## src/rtl/pfd_pkg.sv

```systemverilog
// Shared types for the polarity-selectable phase frequency detector.
package pfd_pkg;

    // Per-input edge index used by the synchroniser array
    localparam int unsigned IDX_REF = 0;
    localparam int unsigned IDX_VCO = 1;
    localparam int unsigned N_INPUTS = 2;

    // Comparison state: one flag per divided input
    typedef struct packed {
        logic ref_f;
        logic vco_f;
    } pfd_flags_t;

endpackage

```

## src/rtl/pfd_edge_det.sv

```systemverilog
// Synchronises one asynchronous divider output into the clk domain and
// emits a single-clock pulse for each rising edge.
// Assumes the input stays at each level for more than SYNC_STAGES+1 clocks.
module pfd_edge_det #(
    parameter int unsigned SYNC_STAGES = 2
) (
    input  logic clk,
    input  logic rst_n,
    input  logic d_i,
    output logic rise_o
);

    logic sync_out;
    logic last_q;

    generate
        if (SYNC_STAGES <= 1) begin : g_single
            logic s_q;
            // Single capture stage
            always_ff @(posedge clk) begin
                if (!rst_n) s_q <= 1'b0;
                else        s_q <= d_i;
            end
            assign sync_out = s_q;
        end else begin : g_chain
            logic [SYNC_STAGES-1:0] s_q;
            // Shift chain of capture stages
            always_ff @(posedge clk) begin
                if (!rst_n) s_q <= '0;
                else        s_q <= {s_q[SYNC_STAGES-2:0], d_i};
            end
            assign sync_out = s_q[SYNC_STAGES-1];
        end
    endgenerate

    // Previous synchronised level for edge detection
    always_ff @(posedge clk) begin
        if (!rst_n) last_q <= 1'b0;
        else        last_q <= sync_out;
    end

    assign rise_o = sync_out & ~last_q;

endmodule

```

## src/rtl/pfd_flags.sv

```systemverilog
// Three-state comparison core: each edge pulse sets its flag; once both
// are set they are held one clock and then cleared together. A pulse
// arriving in the clearing clock starts the next comparison.
module pfd_flags
    import pfd_pkg::*;
(
    input  logic       clk,
    input  logic       rst_n,
    input  logic       ref_p_i,
    input  logic       vco_p_i,
    output pfd_flags_t flags_o
);

    pfd_flags_t flags_q;
    logic       both;

    assign both = flags_q.ref_f & flags_q.vco_f;

    // Set on edge pulse, clear one clock after both are set
    always_ff @(posedge clk) begin
        if (!rst_n) begin
            flags_q <= '0;
        end else begin
            flags_q.ref_f <= both ? ref_p_i : (flags_q.ref_f | ref_p_i);
            flags_q.vco_f <= both ? vco_p_i : (flags_q.vco_f | vco_p_i);
        end
    end

    assign flags_o = flags_q;

endmodule

```

## src/rtl/pfd_lock.sv

```systemverilog
// Lock qualifier: counts consecutive comparisons in which one flag stood
// alone for at most ALIGN_TOL clocks; raises lock after LOCK_CNT of them
// and drops it as soon as a flag stays alone longer.
module pfd_lock
    import pfd_pkg::*;
#(
    parameter int unsigned LOCK_CNT  = 16,
    parameter int unsigned ALIGN_TOL = 1
) (
    input  logic       clk,
    input  logic       rst_n,
    input  pfd_flags_t flags_i,
    output logic       lock_o
);

    localparam int unsigned GW = $clog2(LOCK_CNT + 1);
    localparam int unsigned WW = $clog2(ALIGN_TOL + 2);
    localparam logic [GW-1:0] GOOD_MAX  = GW'(LOCK_CNT);
    localparam logic [GW-1:0] GOOD_LAST = GW'(LOCK_CNT - 1);
    localparam logic [WW-1:0] TOL_W     = WW'(ALIGN_TOL);

    logic [WW-1:0] alone_q;
    logic [GW-1:0] good_q;
    logic          bad_q;
    logic          lock_q;
    logic          alone;
    logic          both;
    logic          viol;

    assign alone = flags_i.ref_f ^ flags_i.vco_f;
    assign both  = flags_i.ref_f & flags_i.vco_f;
    assign viol  = alone && (alone_q >= TOL_W);

    // Saturating count of clocks a single flag has been set
    always_ff @(posedge clk) begin
        if (!rst_n)           alone_q <= '0;
        else if (!alone)      alone_q <= '0;
        else if (alone_q < TOL_W) alone_q <= alone_q + 1'b1;
    end

    // Remembers a violation until the comparison completes
    always_ff @(posedge clk) begin
        if (!rst_n)    bad_q <= 1'b0;
        else if (both) bad_q <= 1'b0;
        else if (viol) bad_q <= 1'b1;
    end

    // Run counter and lock flag
    always_ff @(posedge clk) begin
        if (!rst_n) begin
            good_q <= '0;
            lock_q <= 1'b0;
        end else if (viol) begin
            good_q <= '0;
            lock_q <= 1'b0;
        end else if (both) begin
            if (bad_q) begin
                good_q <= '0;
                lock_q <= 1'b0;
            end else if (good_q >= GOOD_LAST) begin
                good_q <= GOOD_MAX;
                lock_q <= 1'b1;
            end else begin
                good_q <= good_q + 1'b1;
            end
        end
    end

    assign lock_o = lock_q;

endmodule

```

## src/rtl/pfd_polsel.sv

```systemverilog
// Top: polarity-selectable phase frequency detector with monitor mux and
// lock indicator. Both divider inputs are asynchronous to clk and must be
// slower than the synchroniser latency. pol_i is expected to be static
// while a comparison is in progress.
module pfd_polsel
    import pfd_pkg::*;
#(
    parameter int unsigned SYNC_STAGES = 2,
    parameter int unsigned LOCK_CNT    = 16,
    parameter int unsigned ALIGN_TOL   = 1
) (
    input  logic clk,
    input  logic rst_n,
    input  logic ref_div_i,
    input  logic vco_div_i,
    input  logic pol_i,
    output logic up_o,
    output logic dn_o,
    output logic mon_o,
    output logic lock_o
);

    logic [N_INPUTS-1:0] raw_in;
    logic [N_INPUTS-1:0] rise_p;
    pfd_flags_t          flags;

    assign raw_in[IDX_REF] = ref_div_i;
    assign raw_in[IDX_VCO] = vco_div_i;

    // One synchroniser and edge detector per divided input
    generate
        for (genvar g = 0; g < N_INPUTS; g++) begin : g_in
            pfd_edge_det #(.SYNC_STAGES(SYNC_STAGES)) u_edge (
                .clk    (clk),
                .rst_n  (rst_n),
                .d_i    (raw_in[g]),
                .rise_o (rise_p[g])
            );
        end
    endgenerate

    pfd_flags u_flags (
        .clk     (clk),
        .rst_n   (rst_n),
        .ref_p_i (rise_p[IDX_REF]),
        .vco_p_i (rise_p[IDX_VCO]),
        .flags_o (flags)
    );

    pfd_lock #(.LOCK_CNT(LOCK_CNT), .ALIGN_TOL(ALIGN_TOL)) u_lock (
        .clk     (clk),
        .rst_n   (rst_n),
        .flags_i (flags),
        .lock_o  (lock_o)
    );

    // Polarity steering of the pump requests and the monitor
    always_comb begin
        if (pol_i) begin
            up_o  = flags.ref_f;
            dn_o  = flags.vco_f;
            mon_o = ref_div_i;
        end else begin
            up_o  = flags.vco_f;
            dn_o  = flags.ref_f;
            mon_o = vco_div_i;
        end
    end

endmodule

```

## config.mk

```make
export PLATFORM = sky130hd
export DESIGN_NAME = pfd_polsel
export DESIGN_NICKNAME = d
export VERILOG_FILES = /design/src/rtl/pfd_pkg.sv /design/src/rtl/pfd_edge_det.sv /design/src/rtl/pfd_flags.sv /design/src/rtl/pfd_lock.sv /design/src/rtl/pfd_polsel.sv
export SDC_FILE = /design/constraint.sdc
export NUM_CORES = 1
export LEC_CHECK = 0
export BUFFER_PORTS_ARGS = -buffer_cell sky130_fd_sc_hd__buf_2
export CAP_MARGIN = 20
export CORE_MARGIN = 8
export CORE_UTILIZATION = 53
export DETAILED_ROUTE_END_ITERATION = 7
export PLACE_DENSITY = 0.84
export REMOVE_ABC_BUFFERS = 1
export SLEW_MARGIN = 20
export SYNTH_ARGS = -nofsm -noshare
export SYNTH_HDL_FRONTEND = slang
export SYNTH_HIERARCHICAL = 1
export SYNTH_SLANG_ARGS = --single-unit
```

## constraint.sdc

```tcl
create_clock -name clk -period 3.3 [get_ports clk]
set_clock_uncertainty 0.2 [all_clocks]
set_input_delay 0.165 -clock clk [delete_from_list [all_inputs] [get_ports clk]]
set_output_delay 0.165 -clock clk [all_outputs]
set_load 0.02 [all_outputs]
```

* Yosys cells after proc, flatten, opt, wreduce, memory -nomap -nowiden
Index checks and enable logic that the tools add are counted.
** Word-level totals
- Bits in registers :: 17
- Output and inout bits :: 4
- Logic and storage cells :: 39
** Cells by class
- Add/subtract/negate cells :: 2
- Magnitude comparators :: 3
- Muxes and demuxes :: 9
- Bitwise operators :: 9
- Reductions and logical operators :: 6
** Operator list (count)
- 2-to-1 mux 5 bit :: 2
- 2-to-1 mux 1 bit :: 7
- adder 5 x 1 -> 5 bit, second input constant :: 1
- >= comparator 5 x 4 -> 1 bit, second input constant :: 1
- AND reduction 2 bit :: 2
- OR reduction 2 bit :: 2
- bitwise AND 1 bit :: 3
- NOT 1 bit :: 3
- adder 2 x 1 -> 2 bit, second input constant :: 1
- >= comparator 2 x 1 -> 1 bit, second input constant :: 1
- < comparator 2 x 1 -> 1 bit, second input constant :: 1
- bitwise OR 1 bit :: 2
- nonzero test 2 bit :: 1
- logical AND 1 bit :: 1
- bitwise XOR 1 bit :: 1

* Logic depth before layout (Yosys ltp)
- Depth after elaboration :: 4
- Gate-level depth with buffers :: 6

* Modules after synthesis
Netlist, hierarchy kept.
** Modules (own cells, without submodules)
- pfd_lock :: times used 1, cells each 51, area an instance 483.0 um2, seq. area each 180.2 um2
- pfd_edge_det :: times used 2, cells each 7, area an instance 92.6 um2, seq. area each 60.1 um2
- pfd_flags :: times used 1, cells each 6, area an instance 67.6 um2, seq. area each 40.0 um2
- pfd_polsel :: times used 1, cells each 3, area an instance 33.8 um2, seq. area each 0.0 um2

* Worst setup path after synthesis
OpenSTA, ideal clock, no wires.
- Kind :: reg2reg
- Start :: register u_lock.good_q[0]
- End :: register u_lock.good_q[3]
- Setup time :: 0.079 ns
- Data arrival time :: 1.342 ns
- Required time :: 3.021 ns
- Setup slack :: 1.678 ns
- Cell stages (with the launch flop) :: 7
- Path buffers :: 0
- Path through :: dfxtp_1 -> ha_1 -> and3_1 -> ha_1 -> nor3_4 -> nand2_1 -> a211oi_2
** On the way
- Longest elaborated chain between the ends :: 3
** RTL lines
- start: declaration :: RTL line pfd_lock.sv:23 : logic [GW-1:0] good_q;
- start signal: assignment :: RTL line pfd_lock.sv:64 : good_q <= good_q + 1'b1;
- adder 5 x 1 -> 5 bit or >= comparator 5 x 4 -> 1 bit (tied branches) :: RTL line pfd_lock.sv:64, pfd_lock.sv:60
- 2-to-1 mux 5 bit * :: RTL line pfd_lock.sv:60 : end else if (good_q >= GOOD_LAST) begin
- 2-to-1 mux 5 bit * :: RTL line pfd_lock.sv:57 : if (bad_q) begin
Mark *: on every way between the ends. The rest lies on a longest branch, timed or not.
A chain may end at the register's enable or synchronous reset.

* Final worst setup path
Ends and elaborated chain as after synthesis.

==> out/metrics.csv <==
stage;metric;value;unit
setup_path;arrival;1.75;ns
setup_path;reg2reg_depth;6;
synthesis;ys_warn_count;6;
layout;diodes;0;
placed_design;place_hpwl;935;um
sta;worstMarginPinSlew;0.384;ns
detailed_routing;wl_per_cell;12.3;um
power;total_power;356;uW
clock_network;root_buffer;clkbuf_4;
die;die_area;2930;um2
placed_design;pre_cts_ws;1.59;ns
setup_path;crit_buf_inv;0;
hold_path;worstHoldStart;g_in[0].u_edge/g_chain.s_q[0];
clock_network;numClockSinks;17;
layout;fill_cells;115;
layout;nNetsFinal;99;
setup_path;crit_type;reg2reg;
sta;rsz0062_at_grt;false;
detailed_routing;viasPerCell;5.17;
sta;drv_slew;0;
clock_network;cts_tree;yes;
synthesis;synth_edf_count;0;
clock_network;clk_pin_slew_worst_paths;0.10;ns
synthesis;synthDistinctLibCells;28;
sta;setup_slack;1.56;ns
sta;fin_crit_sh;52.6;%
power;power.internal;273;uW
grt;grt_first_pass_wirelength;2.04;mm
layout;design_area;881;um2
synthesis;syn_inst;74;
power;pwr-share-clk;30.5;%
detailed_routing;vias;533;
synthesis;ys.flop_type;dfxtp_1;
synthesis;syn-mean-instance-area;10.4;um2
clock_network;cts_hold_buf;3;
power;power.share.combinational;9.3;%
clock_network;clockBufferDepth;2;
detailed_routing;drc;0;
status;status;finished clean;
setup_path;critical_path.max_stage_delay;0.36;ns
synthesis;async_reset_ff_share;0;%
detailed_routing;drt_iter0_drc;5;
power;pwr-share-seq;60.3;%
hold_path;whs_path_depth;1;
synthesis;seq_area_frac_synth;44.2;%
setup_path;start_kind;register;
power;peakVddDrop;218;uV
layout;syn_to_final_growth;14.5;%
synthesis;ys_ff_latch;17;
sta;finalSetupViolCount;0;
placed_design;gp_congestion;0.756;
layout;drive_above_1_share;23.9;%
placed_design;place_area;823;um2
detailed_routing;wirelength;1.26;mm
die;core;1330;um2
clock_network;post_cts_buffers;0;
grt;grt_pass1_vias;461;
power;p_sw_share;23.3;%
sta;fmax;576;MHz
grt;antenna_found_initial;0;
sta;fin_hold_ws;0.236;ns
grt;grt_usage;9.68;%
run;maxCapViolations;0;
die;die_w;54.1;um
setup_path;crit_chain;ha_1 > and3_1 > ha_1 > nor3_4 > nand2_1 > a211oi_2;
clock_network;cts_made_buffers;3;
setup_path;endpoint_kind;register;
setup_path;cp_max_fo;5;
die;initial_utilization;57.7;%
hold_path;worstHoldPathType;reg2reg;
setup_path;critPathTopFamily;simple AND/OR/NAND/NOR gates;
clock_network;cts_max_level;1;
setup_path;r2r_slack;1.56;ns
sta;period_minus_slack;1.74;ns
setup_path;cp_common_cell;ha_1;
die;die_y;54.1;um
synthesis;synth_area;769;um2
grt;grt_max_degree;13;
setup_path;worstReg2RegEnd;u_lock/good_q[3];
power;leakagePower;0.000376;uW
grt;grt-ovfl-total;0;
setup_path;path_depth;6;
placed_design;portBuffers;8;
die;io_pins;9;
sta;slew_headroom;74.4;%
hold_path;hold_path_end;g_in[0].u_edge/g_chain.s_q[1];
clock_network;post_cts_resized;0;
setup_path;required;3.31;ns
sta;hold_viol;0;
detailed_routing;first_pass_iters;4;
detailed_routing;drt.antenna.violating_nets;0;
sta;setup_total_negative_slack;0;ns
setup_path;r2r-start;u_lock/good_q[0];
power;power.density;404;nW/um2
clock_network;clock_latency;0.28;ns
power;p_switching;83.0;uW
die;rows;13;
setup_path;cp_slowest_cell;dfxtp_1;
==> layout make-up <==
cell class | count | area (um2) | share of cell area, %
clock buffers | 3 | 22.5 | 2.56
clock inverters | 1 | 5.00 | 0.568
inverters | 4 | 15.0 | 1.70
repair buffers | 11 | 70.1 | 7.95
well taps | 15 | 18.8 | 2.13
multi-input cells | 52 | 409 | 46.4
flip-flops and latches | 17 | 340 | 38.6
==> cells in the final DEF, fill, tap and decap left out, drive strengths merged <==
cell type,n
dfxtp,17
buf,8
and2,6
nor2,5
ha,5
inv,4
nand2,4
nand2b,4
nor2b,4
mux2,3
clkbuf,3
dlygate4sd3,3
o21a,2
mux2i,2
a21oi,2
nand4b,2
nand4,2
nor3,2
clkinv,1
and3,1
a41oi,1
a211oi,1
xnor2,1
nand3,1
a311oi,1
a21boi,1
o21ba,1
a31oi,1
==> power groups by stage <==
| stage | Clock (uW) | Combinational [uW] | Sequential, uW |
|---|---|---|---|
| after floorplan | 0 | 21.3 | 218 |
| after global placement | 0 | 29.5 | 219 |
| after detailed placement | 0 | 30.4 | 219 |
| after CTS | 112 | 33.2 | 215 |
| after global routing | 122 | 36.2 | 215 |
| final | 108 | 33.0 | 215 |
==> state kept, by name (all words and copies together) (netlist names) <==
name	cells
u_lock/bad_q	1
g_in.u_edge/last_q	2
g_in.u_edge/g_chain.s_q	4
u_lock/good_q	5
u_lock/lock_o	1
u_flags/flags_o	2
u_lock/alone_q	2
==> metrics by stage <==
| step | utilization [%] | instances |
|---|---|---|
| detailed placement | 61.7 | 96 |
| floorplan | - | 73 |
| finish | 66.0 | 103 |
| global route | 66.0 | 103 |
| CTS | 66.0 | 103 |
| global placement | 61.7 | 96 |
==> routing by layer <==
| layer | wire length [um] | global-route usage [%] | up-vias |
|---|---|---|---|
| li1 | - | - | 288 |
| met5 | 0 | 0 | - |
| met2 | 622 | 14.3 | 2 |
| met3 | 37 | 3.31 | 0 |
| met4 | 0 | 6.15 | 0 |
| met1 | 603 | 11.7 | 243 |
==> cells in the mapped netlist (all sizes together), types with 2 or more instances <==
| cell | number | share of area (%) |
|---|---|---|
| nand2b | 4 | 3.3 |
| nand4 | 2 | 2.4 |
| mux2i | 2 | 2.6 |
| nor2b | 4 | 5.2 |
| nor3 | 2 | 2.8 |
| dfxtp | 17 | 44 |
| nand4b | 2 | 2.3 |
| a21oi | 2 | 1.3 |
| nor2 | 5 | 2.4 |
| nand2 | 4 | 2.0 |
| ha | 5 | 8.1 |
| mux2 | 3 | 4.4 |
| and2 | 6 | 4.9 |
| inv | 4 | 2.0 |
| o21a | 2 | 2.0 |
==> worst max-delay path by stage <==
stage                     startpoint               end  slack, ns
finish              u_lock/good_q[0]  u_lock/good_q[3]       1.56
floorplan           u_lock/good_q[0]  u_lock/good_q[3]       1.68
CTS                 u_lock/good_q[0]  u_lock/good_q[3]       1.57
global placement    u_lock/good_q[0]  u_lock/good_q[3]       1.61
detailed placement  u_lock/good_q[0]  u_lock/good_q[3]       1.59
global route        u_lock/good_q[0]  u_lock/good_q[3]       1.48
==> worst register-to-register path, cell delays in order, from the launching register on <==
cell      delay, ns
dfxtp_1        0.36
ha_1           0.23
and3_1         0.18
ha_1           0.21
nor3_4         0.19
nand2_1        0.10
a211oi_2       0.20
==> cells by family after synthesis <==
logic type / synth area share (%)
XOR/XNOR: 1.14
AO/OA/AOI/OAI: 10.2
adder cells (fa/ha/maj): 8.13
buffers and inverters: 2.60
flip-flops: 44.2
multiplexers: 6.99
AND/OR/NAND/NOR: 26.7
Power figures use the tool's default switching activity.
